--- config.mk ---
export PLATFORM = sky130hd
export DESIGN_NAME = hwt_limit_mon
export DESIGN_NICKNAME = d
export VERILOG_FILES = /design/src/rtl/hwt_pkg.sv /design/src/rtl/hwt_limit_regs.sv /design/src/rtl/hwt_cmp.sv /design/src/rtl/hwt_limit_mon.sv
export SDC_FILE = /design/constraint.sdc
export NUM_CORES = 1
export LEC_CHECK = 0
export ABC_AREA = 0
export BUFFER_PORTS_ARGS = -buffer_cell sky130_fd_sc_hd__clkbuf_2
export CAP_MARGIN = 40
export CORE_AREA = 2 2 79 81
export CTS_CLUSTER_SIZE = 25
export DETAILED_ROUTE_END_ITERATION = 12
export DIE_AREA = 0 0 81 83
export PLACE_DENSITY_LB_ADDON = 0.05
export RECOVER_POWER = 100
export SYNTH_ARGS = -nofsm -noshare
export SYNTH_HDL_FRONTEND = slang
export SYNTH_SLANG_ARGS = --single-unit
--- constraint.sdc ---
create_clock -name clk -period 2 [get_ports clk]
set_input_delay 0.3 -clock clk [delete_from_list [all_inputs] [get_ports clk]]
set_output_delay 0.3 -clock clk [all_outputs]
set_load 0.02 [all_outputs]
--- src/rtl/hwt_pkg.sv ---
package hwt_pkg;
    parameter int TEMP_W = 8;
    parameter int ADDR_W = 8;

    typedef logic [TEMP_W-1:0] temp_t;
    typedef logic [ADDR_W-1:0] addr_t;

    // threshold register state
    typedef struct packed {
        temp_t int_a;
        temp_t int_b;
        temp_t ext_a;
        temp_t ext_b;
        logic  lock_int;
        logic  lock_ext;
    } lim_state_t;

    function automatic logic above(input temp_t rd, input temp_t lim);
        return $signed(rd) > $signed(lim);
    endfunction
endpackage

--- src/rtl/hwt_limit_regs.sv ---
module hwt_limit_regs
    import hwt_pkg::*;
#(
    parameter addr_t ADDR_INT_A   = 8'h13,
    parameter addr_t ADDR_EXT_A   = 8'h14,
    parameter addr_t ADDR_INT_B   = 8'h17,
    parameter addr_t ADDR_EXT_B   = 8'h18,
    parameter addr_t ADDR_CFG     = 8'h4A,
    parameter int    LOCK_INT_BIT = 1,
    parameter int    LOCK_EXT_BIT = 2,
    parameter int    LIMIT_RST    = 127
) (
    input  logic  clk,
    input  logic  rst_n,
    input  logic  wr_en,
    input  addr_t wr_addr,
    input  temp_t wr_data,
    input  addr_t rd_addr,
    output temp_t rd_data,
    output temp_t lim_int_a,
    output temp_t lim_int_b,
    output temp_t lim_ext_a,
    output temp_t lim_ext_b,
    output logic  lock_int,
    output logic  lock_ext
);
    localparam temp_t RST_VAL = temp_t'(LIMIT_RST);

    lim_state_t st_d, st_q;

    always_comb begin
        st_d = st_q;
        if (wr_en) begin
            if (wr_addr == ADDR_INT_A && !st_q.lock_int) st_d.int_a = wr_data;
            if (wr_addr == ADDR_EXT_A && !st_q.lock_ext) st_d.ext_a = wr_data;
            if (wr_addr == ADDR_INT_B) st_d.int_b = wr_data;
            if (wr_addr == ADDR_EXT_B) st_d.ext_b = wr_data;
            if (wr_addr == ADDR_CFG) begin
                // one-way: only a 1 can change the bit
                st_d.lock_int = st_q.lock_int | wr_data[LOCK_INT_BIT];
                st_d.lock_ext = st_q.lock_ext | wr_data[LOCK_EXT_BIT];
            end
        end
    end

    always_ff @(posedge clk or negedge rst_n) begin
        if (!rst_n) begin
            st_q <= '{int_a: RST_VAL, int_b: RST_VAL, ext_a: RST_VAL,
                      ext_b: RST_VAL, lock_int: 1'b0, lock_ext: 1'b0};
        end else begin
            st_q <= st_d;
        end
    end

    always_comb begin
        rd_data = '0;
        if (rd_addr == ADDR_INT_A) rd_data = st_q.int_a;
        if (rd_addr == ADDR_EXT_A) rd_data = st_q.ext_a;
        if (rd_addr == ADDR_INT_B) rd_data = st_q.int_b;
        if (rd_addr == ADDR_EXT_B) rd_data = st_q.ext_b;
        if (rd_addr == ADDR_CFG) begin
            rd_data[LOCK_INT_BIT] = st_q.lock_int;
            rd_data[LOCK_EXT_BIT] = st_q.lock_ext;
        end
    end

    assign lim_int_a = st_q.int_a;
    assign lim_int_b = st_q.int_b;
    assign lim_ext_a = st_q.ext_a;
    assign lim_ext_b = st_q.ext_b;
    assign lock_int  = st_q.lock_int;
    assign lock_ext  = st_q.lock_ext;
endmodule

--- src/rtl/hwt_cmp.sv ---
module hwt_cmp
    import hwt_pkg::*;
#(
    parameter int NUM_EXT = 2
) (
    input  temp_t                   int_temp,
    input  logic [NUM_EXT*TEMP_W-1:0] ext_temp,
    input  temp_t                   lim_int_a,
    input  temp_t                   lim_int_b,
    input  temp_t                   lim_ext_a,
    input  temp_t                   lim_ext_b,
    output logic [NUM_EXT:0]        hit
);
    assign hit[0] = above(int_temp, lim_int_a) | above(int_temp, lim_int_b);

    for (genvar k = 0; k < NUM_EXT; k++) begin : g_ext
        temp_t rd;
        assign rd       = ext_temp[k*TEMP_W +: TEMP_W];
        assign hit[k+1] = above(rd, lim_ext_a) | above(rd, lim_ext_b);
    end
endmodule

--- src/rtl/hwt_limit_mon.sv ---
module hwt_limit_mon
    import hwt_pkg::*;
#(
    parameter int    NUM_EXT      = 2,
    parameter addr_t ADDR_INT_A   = 8'h13,
    parameter addr_t ADDR_EXT_A   = 8'h14,
    parameter addr_t ADDR_INT_B   = 8'h17,
    parameter addr_t ADDR_EXT_B   = 8'h18,
    parameter addr_t ADDR_CFG     = 8'h4A,
    parameter int    LOCK_INT_BIT = 1,
    parameter int    LOCK_EXT_BIT = 2,
    parameter int    LIMIT_RST    = 127
) (
    input  logic                      clk,
    input  logic                      rst_n,
    input  logic                      wr_en,
    input  logic [ADDR_W-1:0]         wr_addr,
    input  logic [TEMP_W-1:0]         wr_data,
    input  logic [ADDR_W-1:0]         rd_addr,
    output logic [TEMP_W-1:0]         rd_data,
    input  logic                      conv_valid,
    input  logic [TEMP_W-1:0]         int_temp,
    input  logic [NUM_EXT*TEMP_W-1:0] ext_temp,
    output logic [NUM_EXT:0]          hw_err,
    output logic                      hw_irq
);
    temp_t lim_int_a, lim_int_b, lim_ext_a, lim_ext_b;
    logic  lock_int, lock_ext;
    logic [NUM_EXT:0] hit;
    logic [NUM_EXT:0] err_d, err_q;

    hwt_limit_regs #(
        .ADDR_INT_A(ADDR_INT_A), .ADDR_EXT_A(ADDR_EXT_A),
        .ADDR_INT_B(ADDR_INT_B), .ADDR_EXT_B(ADDR_EXT_B),
        .ADDR_CFG(ADDR_CFG), .LOCK_INT_BIT(LOCK_INT_BIT),
        .LOCK_EXT_BIT(LOCK_EXT_BIT), .LIMIT_RST(LIMIT_RST)
    ) u_regs (
        .clk(clk), .rst_n(rst_n), .wr_en(wr_en), .wr_addr(wr_addr),
        .wr_data(wr_data), .rd_addr(rd_addr), .rd_data(rd_data),
        .lim_int_a(lim_int_a), .lim_int_b(lim_int_b),
        .lim_ext_a(lim_ext_a), .lim_ext_b(lim_ext_b),
        .lock_int(lock_int), .lock_ext(lock_ext)
    );

    hwt_cmp #(.NUM_EXT(NUM_EXT)) u_cmp (
        .int_temp(int_temp), .ext_temp(ext_temp),
        .lim_int_a(lim_int_a), .lim_int_b(lim_int_b),
        .lim_ext_a(lim_ext_a), .lim_ext_b(lim_ext_b),
        .hit(hit)
    );

    always_comb begin
        err_d = err_q;
        if (conv_valid) err_d = hit;
    end

    always_ff @(posedge clk or negedge rst_n) begin
        if (!rst_n) err_q <= '0;
        else        err_q <= err_d;
    end

    assign hw_err = err_q;
    assign hw_irq = |err_q;
endmodule

# Word-level counts from Yosys, hierarchy flattened
# Index checks and enable logic that the tools add are counted.
[word_totals]
out_inout_bits = 12
in_bits = 52
wordCells = 43
ff_bits = 37
[classes]
bitwise = 5
n_lt_le_gt_ge = 6
reduce_logical = 10
eq_ne = 10
n_mux = 5
[op_table]
columns = ["operator", "n"]
rows = [
  ["== test 8 x 5 -> 1 bit (second input constant)", 8],
  ["greater-than comparator 8 bit", 6],
  ["two-way mux 8 bit", 4],
  ["== test 8 x 7 -> 1 bit (second input constant)", 2],
  ["AND reduction 2 bit", 5],
  ["bitwise OR 1 bit", 5],
  ["OR reduction 3 bit", 1],
  ["logical AND 1 bit", 2],
  ["logical NOT 1 bit", 2],
  ["two-way mux 2 bit", 1],
]

# Logic depth before layout (Yosys ltp)
# Gate-level depths: netlist of the first run.
[logic_depth]
ltp_word = 6
depth_mapped = 6
ltp_nobuf = 6

# By module
# Synthesis of the first run repeated with hierarchy kept, for this count alone.
[unflattened]
hier_cells = 294
hier_area_um2 = 2960.3
[by_module_without_submodules]
columns = ["mod", "area_per_inst_um2", "seq_area_each_um2", "cells_per_inst", "n_inst"]
rows = [
  ["hwt_limit_regs", 1679.1, 885.8, 132, 1],
  ["hwt_cmp", 1166.1, 0.0, 155, 1],
  ["hwt_limit_mon", 115.1, 75.1, 7, 1],
]

# Least setup slack after synthesis of the first run
# Ideal clock, no wire load.
[synth_path]
path_type = "input -> output"
start = "in rd_addr[5]"
end = "out rd_data[7]"
arrival_time_ps = 1691
t_required_ps = 1700
path_buffers = 1
stages = 5
path_slack_ps = 9
path_cell_list = "nor4b_4 and2_2 buf_6 a21oi_1 o41ai_2"
[synth_via]
elab_chain_len = 5
word_cells_on_any_way = 8
classes_between = "4 x eq/ne; 4 x mux"
[synth_lines]
columns = ["item", "line", "rtl"]
rows = [
  ["start, declared", "hwt_limit_mon.sv:19", "input logic [ADDR_W-1:0] rd_addr,"],
  ["== test 8 x 5 -> 1 bit", "hwt_limit_regs.sv:57", "if (rd_addr == ADDR_INT_A) rd_data = st_q.int_a;"],
  ["two-way mux 8 bit", "hwt_limit_regs.sv:57", ""],
  ["two-way mux 8 bit", "hwt_limit_regs.sv:58", "if (rd_addr == ADDR_EXT_A) rd_data = st_q.ext_a;"],
  ["two-way mux 8 bit", "hwt_limit_regs.sv:59", "if (rd_addr == ADDR_INT_B) rd_data = st_q.int_b;"],
  ["two-way mux 8 bit *", "hwt_limit_regs.sv:60", "if (rd_addr == ADDR_EXT_B) rd_data = st_q.ext_b;"],
  ["end, declared", "hwt_limit_mon.sv:20", "output logic [TEMP_W-1:0] rd_data,"],
]
# Mark *: on every way between the ends. The rest lies on a longest branch, timed or not.

# Worst setup path in the final report of the first run
[layout_path]
start = "in rd_addr[6]"
end = "out rd_data[0]"
# Same word-level chain as after synthesis.

==> run_results.csv, run 1 <==
group,metric,value,unit
flow_run,maxCapViolations,1,
cts,clk_root_buffer_cell,"clkbuf_8",
pwr,p_clk_share,28.9,%
global_routing,grt_pass1_wl,12200,um
synthesis,syn_inst,312,
synthesis,synth-seq-area-share,30.7,%
detailed_routing,routed_via_density,5.58,
timing,rsz0062_at_grt,"true",
timing,max_slew_margin,-5.11,%
synthesis,netlist_area,3130,sq um
detailed_routing,drt_iter0_drc,149,
place,io_buffers,63,
floorplanning,fp-row-count,28,
cells_and_area,diodes,0,
cells_and_area,multi_input_area,2020,sq um
detailed_routing,wl_met2,3480,um
synthesis,netlist_top_cells_area,"dfstp_2 24%, ha_1 19%, mux2_2 12%",
synthesis,yosysTopAreaCell,"dfstp_2",
outcome,status,"complete, but fails checks",
pwr,internal_power,1.24,mW
place,place.gp.congestion,0.794,
detailed_routing,first_pass_iters,4,
cts,clkSlewWorstSetupHoldPaths,0.07,ns
synthesis,yosysWarningCount,0,
cells_and_area,finalCoreUtilization,63.3,%
global_routing,grt_pass1_vias,2669,
pwr,switchingPower,0.520,mW
detailed_routing,wl_per_cell,16.0,um
timing,final_period_minus_worst_setup_slack,1.96,ns
detailed_routing,drt-met1-wl,3460,um
cts,clk_latency,0.30,ns
synthesis,yosysTopAreaCellShare,23.5,%
cts,clockBufferDepth,2,
cells_and_area,drive_gt1_share,38.4,%
cts,cts_tree,"done",
pwr,ir_worst_vdd,423,uV
timing,slew_violations,30,
synthesis,synth_ff_type,"dfstp_2",
cts,hold_buffers,0,
setup_path,cp-end-kind,"primary output",
timing,fin_tns_setup,0,ns
synthesis,synth-seq-cells,37,
global_routing,grtUsageTotal,23.2,%
pwr,comb_power_share,23.1,%
cts,cts_max_level,2,
cts,cts.sinks,37,
pwr,pwr_density_cell,478,nW/um^2
floorplanning,die_x,81,um
outcome,failed_checks,"capacitance limit, slew limit",
pwr,p_seq_share,47.9,%
synthesis,synth_area_per_cell,10.0,sq um
global_routing,grt_max_degree,30,
timing,max_freq,511,MHz
setup_path,critPathArrivalTime,1.66,ns
pwr,leakage,1.69,nW
detailed_routing,dr_wl_met3,438,um
floorplanning,ioPinCount,64,
detailed_routing,drc,0,
cells_and_area,fillers,519,
setup_path,start_kind,"input pin",
floorplanning,core_area,5820,sq um
detailed_routing,routed_wl,7420,um
timing,tightest_slew,1.58,ns
cells_and_area,syn2layout_area_growth,17.6,%
cells_and_area,nets,487,
timing,fin_crit_sh,97.8,%
pwr,p_sw_share,29.5,%
detailed_routing,detail-route-antenna-nets,0,
setup_path,required,1.70,ns
synthesis,syn-num-nets,412,
place,hpwl,6030,um
cts,cts_made_buffers,5,
detailed_routing,top_layer,"met4",
setup_path,cpMaxStageDelayCell,"o41ai_2",
cells_and_area,most-common-layout-cells,"48 x ha_1, 48 x clkbuf_2, 40 x inv_1",
floorplanning,start_util,53.8,%
floorplanning,dieHeight,83,um
synthesis,synth-edff-count,0,
setup_path,crit_chain,"buf_6 -> nor4b_4 -> buf_4 -> and2_4 -> a21oi_2 -> o41ai_2 -> buf_2",
global_routing,antenna_found_initial,0,
setup_path,cp_top_family,"buffers and inverters",
setup_path,cp_max_fo,7,
setup_path,timing_worst_setup_path_type,"in2out",
synthesis,yosysUniqueCellTypes,49,
timing,hold_viol_final,0,
detailed_routing,vias,2582,
timing,finalClockSkew,0.00391,ns
floorplanning,die_area,6720,sq um
timing,setup_viol,0,
synthesis,ys_async_sr_fraction,100,%
min_path,min_path_type,"in2reg",
setup_path,crit_buf_inv,3,
cells_and_area,seq_area,961,sq um
global_routing,grt.overflow.total,0,
setup_path,slowest_delay,0.31,ns
## layer usage
metal | global-route usage [%] | vias to the layer above
met5 | 0 | -
met4 | 5.70 | 0
met3 | 3.70 | 5
met2 | 38.3 | 64
met1 | 31.4 | 1215
li1 | - | 1298
## cell type report
cell class	instances	area share [%]
Clock buffer	8	2.17
Tap cell	75	2.55
Inverter	40	4.08
Multi-Input combinational cell	231	54.7
Timing Repair Buffer	72	10.4
Sequential cell	37	26.1
## registers in the layout (all words and copies together), names as in the netlist
| name | flops |
|---|---|
| hw_err | 3 |
| u_regs.lim_ext_a | 8 |
| u_regs.lim_ext_b | 8 |
| u_regs.lim_int_a | 8 |
| u_regs.lim_int_b | 8 |
| u_regs.lock_ext | 1 |
| u_regs.lock_int | 1 |
## power groups by stage
stage          Combinational (mW)  Sequential (mW)  Clock (mW)
3_5_place_dp                0.401            0.855           0
6_report                    0.407            0.844       0.509
5_1_grt                     0.470            0.849       0.549
2_1_floorplan               0.234            0.849           0
3_3_place_gp                0.388            0.855           0
4_1_cts                     0.405            0.843       0.523
## per-stage QoR
step                      setup slack, ns  instance area [sq um]  hold slack (ns)  power [mW]  instances
final                              0.0449                   3680            0.285        1.76        463
after detailed placement          -0.0503                   3570            0.390        1.26        453
after floorplan                   0.00933                   3130          0.00441        1.08        312
after global placement           -0.00734                   3570            0.374        1.24        453
after CTS                         0.00709                   3650           0.0704        1.77        461
after global routing              -0.0118                   3680            0.290        1.87        463
## final timing paths
| check | slack [ns] | depth (start not counted) | startpoint | endpoint |
|---|---|---|---|---|
| setup reg to reg | 0.17 | 6 | u_regs.lim_ext_b[5] | hw_err[2] |
| hold / removal | 0.29 | 2 | wr_data[4] | u_regs.lim_int_a[4] |
| max in group asynchronous | 0.48 | 2 | rst_n | u_regs.lim_int_b[3] |
| hold reg to reg | 0.50 | 1 | u_regs.lock_ext | u_regs.lock_ext |
| setup / recovery | 0.04 | 7 | rd_addr[6] | rd_data[0] |
| min in group asynchronous | 0.39 | 1 | rst_n | hw_err[1] |
## kinds of logic after synthesis
| group | share of synthesized area, % |
|---|---|
| mux | 11.5 |
| simple gates | 16.2 |
| fa+ha+maj | 19.2 |
| flops | 30.7 |
| compound gates | 16.7 |
| buf+inv | 5.72 |
## worst reg2reg max path, delay by kind of cell (launching register included)
kind	cells	cell delay [ns]
buf+inv	1	0.05
fa+ha+maj	1	0.28
compound gates	4	0.84
flops	1	0.53
## cell usage after synthesis, drive strengths merged, types with 7 or more instances
cell type  count
dfrtp          9
nand2         20
nor2          17
nand4          7
mux2          32
nand2b        11
ha            48
a21oi         19
dfstp         28
a211oi         9
a21o           9
inv           40
## timing repair
item	4_1_cts	5_1_grt
pin swaps	0	10
endpoints found under the setup margin	7	9
endpoints found under the hold margin	0	0
gates resized for setup	3	29
setup buffers	0	1
gates cloned	0	1
No activity file was read; power rests on OpenSTA's default activity.
==> inputs of run 2 (changes only) <==
Settings changed: CORE_AREA 2 2 79 81 to 2 2 77 79, DIE_AREA 0 0 81 83 to 0 0 79 81, GPL_TIMING_DRIVEN from default to 0, SYNTH_HIERARCHICAL from default to 1.
==> run_results.csv, run 2 <==
group,metric,value,unit
outcome,status,"complete, but fails checks",
outcome,failed_checks,"setup timing",
cts,cts_tree,"done",
timing,final_period_minus_worst_setup_slack,2.11,ns
floorplanning,core_area,5680,sq um
cells_and_area,final_common_cell,"clkbuf_2",
global_routing,antenna_found_initial,0,
detailed_routing,detail-route-antenna-nets,0,
global_routing,grt_pass1_vias,2514,
synthesis,yosysTopAreaCell,"dfstp_2",
synthesis,yosysMostFrequentCell,"ha_1",
min_path,hold_end,"u_regs/lim_ext_a[0]",
cts,clockBufferDepth,2,
setup_path,critPathArrivalTime,2.28,ns
setup_path,r2r_cells,9,
timing,slew_violations,0,
timing,setup_viol,3,
cts,clkSlewWorstSetupHoldPaths,0.07,ns
timing,tightest_slew,0.703,ns
cts,clk_root_buffer_cell,"clkbuf_8",
pwr,pwr_density_cell,464,nW/um^2
setup_path,cp_top_family,"flip-flops",
floorplanning,start_util,52.2,%
synthesis,syn_inst,294,
place,io_buffers,63,
cells_and_area,most-common-layout-cells,"49 x clkbuf_2, 40 x ha_1, 33 x inv_1",
cts,cts_made_buffers,5,
cts,cts_max_level,2,
synthesis,synth-seq-cells,37,
synthesis,syn-num-nets,394,
setup_path,start_kind,"register",
timing,fin_crit_sh,106,%
flow_run,maxCapViolations,0,
cells_and_area,fillers,471,
synthesis,ys_async_sr_fraction,100,%
global_routing,grt_pass1_wl,11600,um
synthesis,synthTopCellsByCount,"48 x ha_1, 37 x inv_1, 32 x mux2_2",
min_path,min-delay-start,"wr_data[0]",
setup_path,cpMostUsedCell,"buf_4",
setup_path,cp_max_fo,3,
pwr,power,1.79,mW
floorplanning,fp-row-count,28,
global_routing,grt_max_degree,29,
synthesis,yosysTopAreaCellShare,24.9,%
synthesis,synth-edff-count,0,
detailed_routing,routed_wl,7180,um
cts,cts.sinks,37,
synthesis,yosysUniqueCellTypes,40,
synthesis,netlist_top_cells_area,"dfstp_2 25%, ha_1 20%, mux2_2 12%",
timing,fin_tns_setup,-0.121,ns
pwr,ir_worst_vdd,373,uV
setup_path,r2r_slack,-0.11,ns
setup_path,crit_cells,9,
synthesis,synth_area_per_cell,10.1,sq um
place,hpwl,5670,um
place,place_ws,-0.550,ns
floorplanning,die_x,79,um
cells_and_area,drive_gt1_share,47.4,%
timing,finalClockSkew,0.00269,ns
pwr,leakage,1.72,nW
detailed_routing,wl_per_cell,15.7,um
floorplanning,dieHeight,81,um
setup_path,r2r_start,"u_regs/lim_ext_b[6]",
min_path,hold_depth,2,
detailed_routing,routed_via_density,5.51,
synthesis,synth-seq-area-share,32.5,%
timing,hold_viol_final,0,
global_routing,grt.overflow.total,0,
timing,max_freq,473,MHz
cells_and_area,finalCoreUtilization,68.1,%
global_routing,grtUsageTotal,23.4,%
setup_path,crit_buf_inv,4,
timing,max_slew_margin,53.1,%
cells_and_area,diodes,0,
synthesis,netlist_area,2960,sq um
timing,rsz0062_at_grt,"true",
floorplanning,die_area,6400,sq um
setup_path,required,2.17,ns
setup_path,cp-end-kind,"register",
detailed_routing,drt_iter0_drc,83,
synthesis,yosysWarningCount,6,
timing,setup_slack,-0.114,ns
detailed_routing,drc,0,
setup_path,r2r-end,"hw_err[2]",
setup_path,slowest_delay,0.54,ns
setup_path,cpMaxStageDelayCell,"dfstp_2",
cells_and_area,syn2layout_area_growth,30.5,%
setup_path,timing_worst_setup_path_type,"reg2reg",
floorplanning,ioPinCount,64,
place,place.gp.congestion,0.822,
detailed_routing,vias,2519,
min_path,min_path_type,"in2reg",
synthesis,synth_ff_type,"dfstp_2",
detailed_routing,first_pass_iters,4,
cells_and_area,nets,481,
setup_path,crit_chain,"inv_1 -> ha_4 -> nand4_1 -> buf_4 -> buf_4 -> buf_4 -> nor2_2 -> o22ai_2 -> mux2_4",
cts,clk_latency,0.28,ns
==> run 2: what timing repair did <==
action | 4_1_cts | 5_1_grt
gates resized for setup | 41 | 19
endpoints found under the hold margin | 3 | 0
pin swaps | 21 | 20
setup buffers | 11 | 4
hold buffers | 1 | 0
endpoints found under the setup margin | 11 | 13
==> run 2: kinds of logic (layout without fill, tap and decap cells) <==
kind of cell	Yosys count	after routing	synth area share, %
flip-flops	37	37	32.5
AO/OA/AOI/OAI	59	59	13.7
AND/OR/NAND/NOR	74	74	14.4
buffers and inverters	38	126	4.82
multiplexers	38	38	14.3
adder cells (fa/ha/maj)	48	48	20.3
==> run 2: final cells by class <==
cell class	instances	area, sq um	share of cell area [%]
Sequential cell	37	961	24.9
Clock buffer	6	72.6	1.88
Multi-Input combinational cell	219	2090	54.1
Inverter	37	139	3.59
Buffer	1	3.75	0.0972
Timing Repair Buffer	80	494	12.8
Clock inverter	2	10.0	0.259
Tap cell	75	93.8	2.43
==> run 2: routing by layer <==
metal	global-route usage (%)	share of wire (%)	up-vias	wire (um)
met5	0	0	-	0
li1	-	-	1268	-
met1	30.0	45	1189	3230
met2	42.3	50	54	3620
met4	3.97	0.82	0	59
met3	3.89	3.8	8	274
==> run 2: worst reg2reg max path: stages, from the launching register on <==
cell     delay [ns]
dfstp_2        0.54
inv_1          0.08
ha_4           0.27
nand4_1        0.19
buf_4          0.20
buf_4          0.12
buf_4          0.12
nor2_2         0.11
o22ai_2        0.11
mux2_4         0.27
==> run 2: through the flow <==
stage                     cell area [sq um]  hold slack, ns  std cells
after global placement                 3380           0.470        432
after floorplan                        2970         0.00441        294
after global routing                   3860           0.291        457
final                                  3860           0.305        457
after CTS                              3780           0.303        453
after detailed placement               3400           0.191        433
==> run 2: how the worst max path moves through the flow <==
stage	from	to	slack, ns
after floorplan	rd_addr[5]	rd_data[3]	-0.03
after global placement	rd_addr[5]	rd_data[7]	-0.47
after detailed placement	rd_addr[5]	rd_data[3]	-0.55
after CTS	u_regs/lim_ext_b[5]	hw_err[2]	-0.14
after global routing	u_regs/lim_ext_b[6]	hw_err[2]	-0.20
final	u_regs/lim_ext_b[6]	hw_err[2]	-0.11
==> run 2: power by group <==
group          leakage [nW]  switching, mW  internal (mW)
Sequential            0.400         0.0310          0.808
Combinational          1.27          0.238          0.223
Clock                0.0450          0.249          0.241
Total                  1.72          0.519           1.27
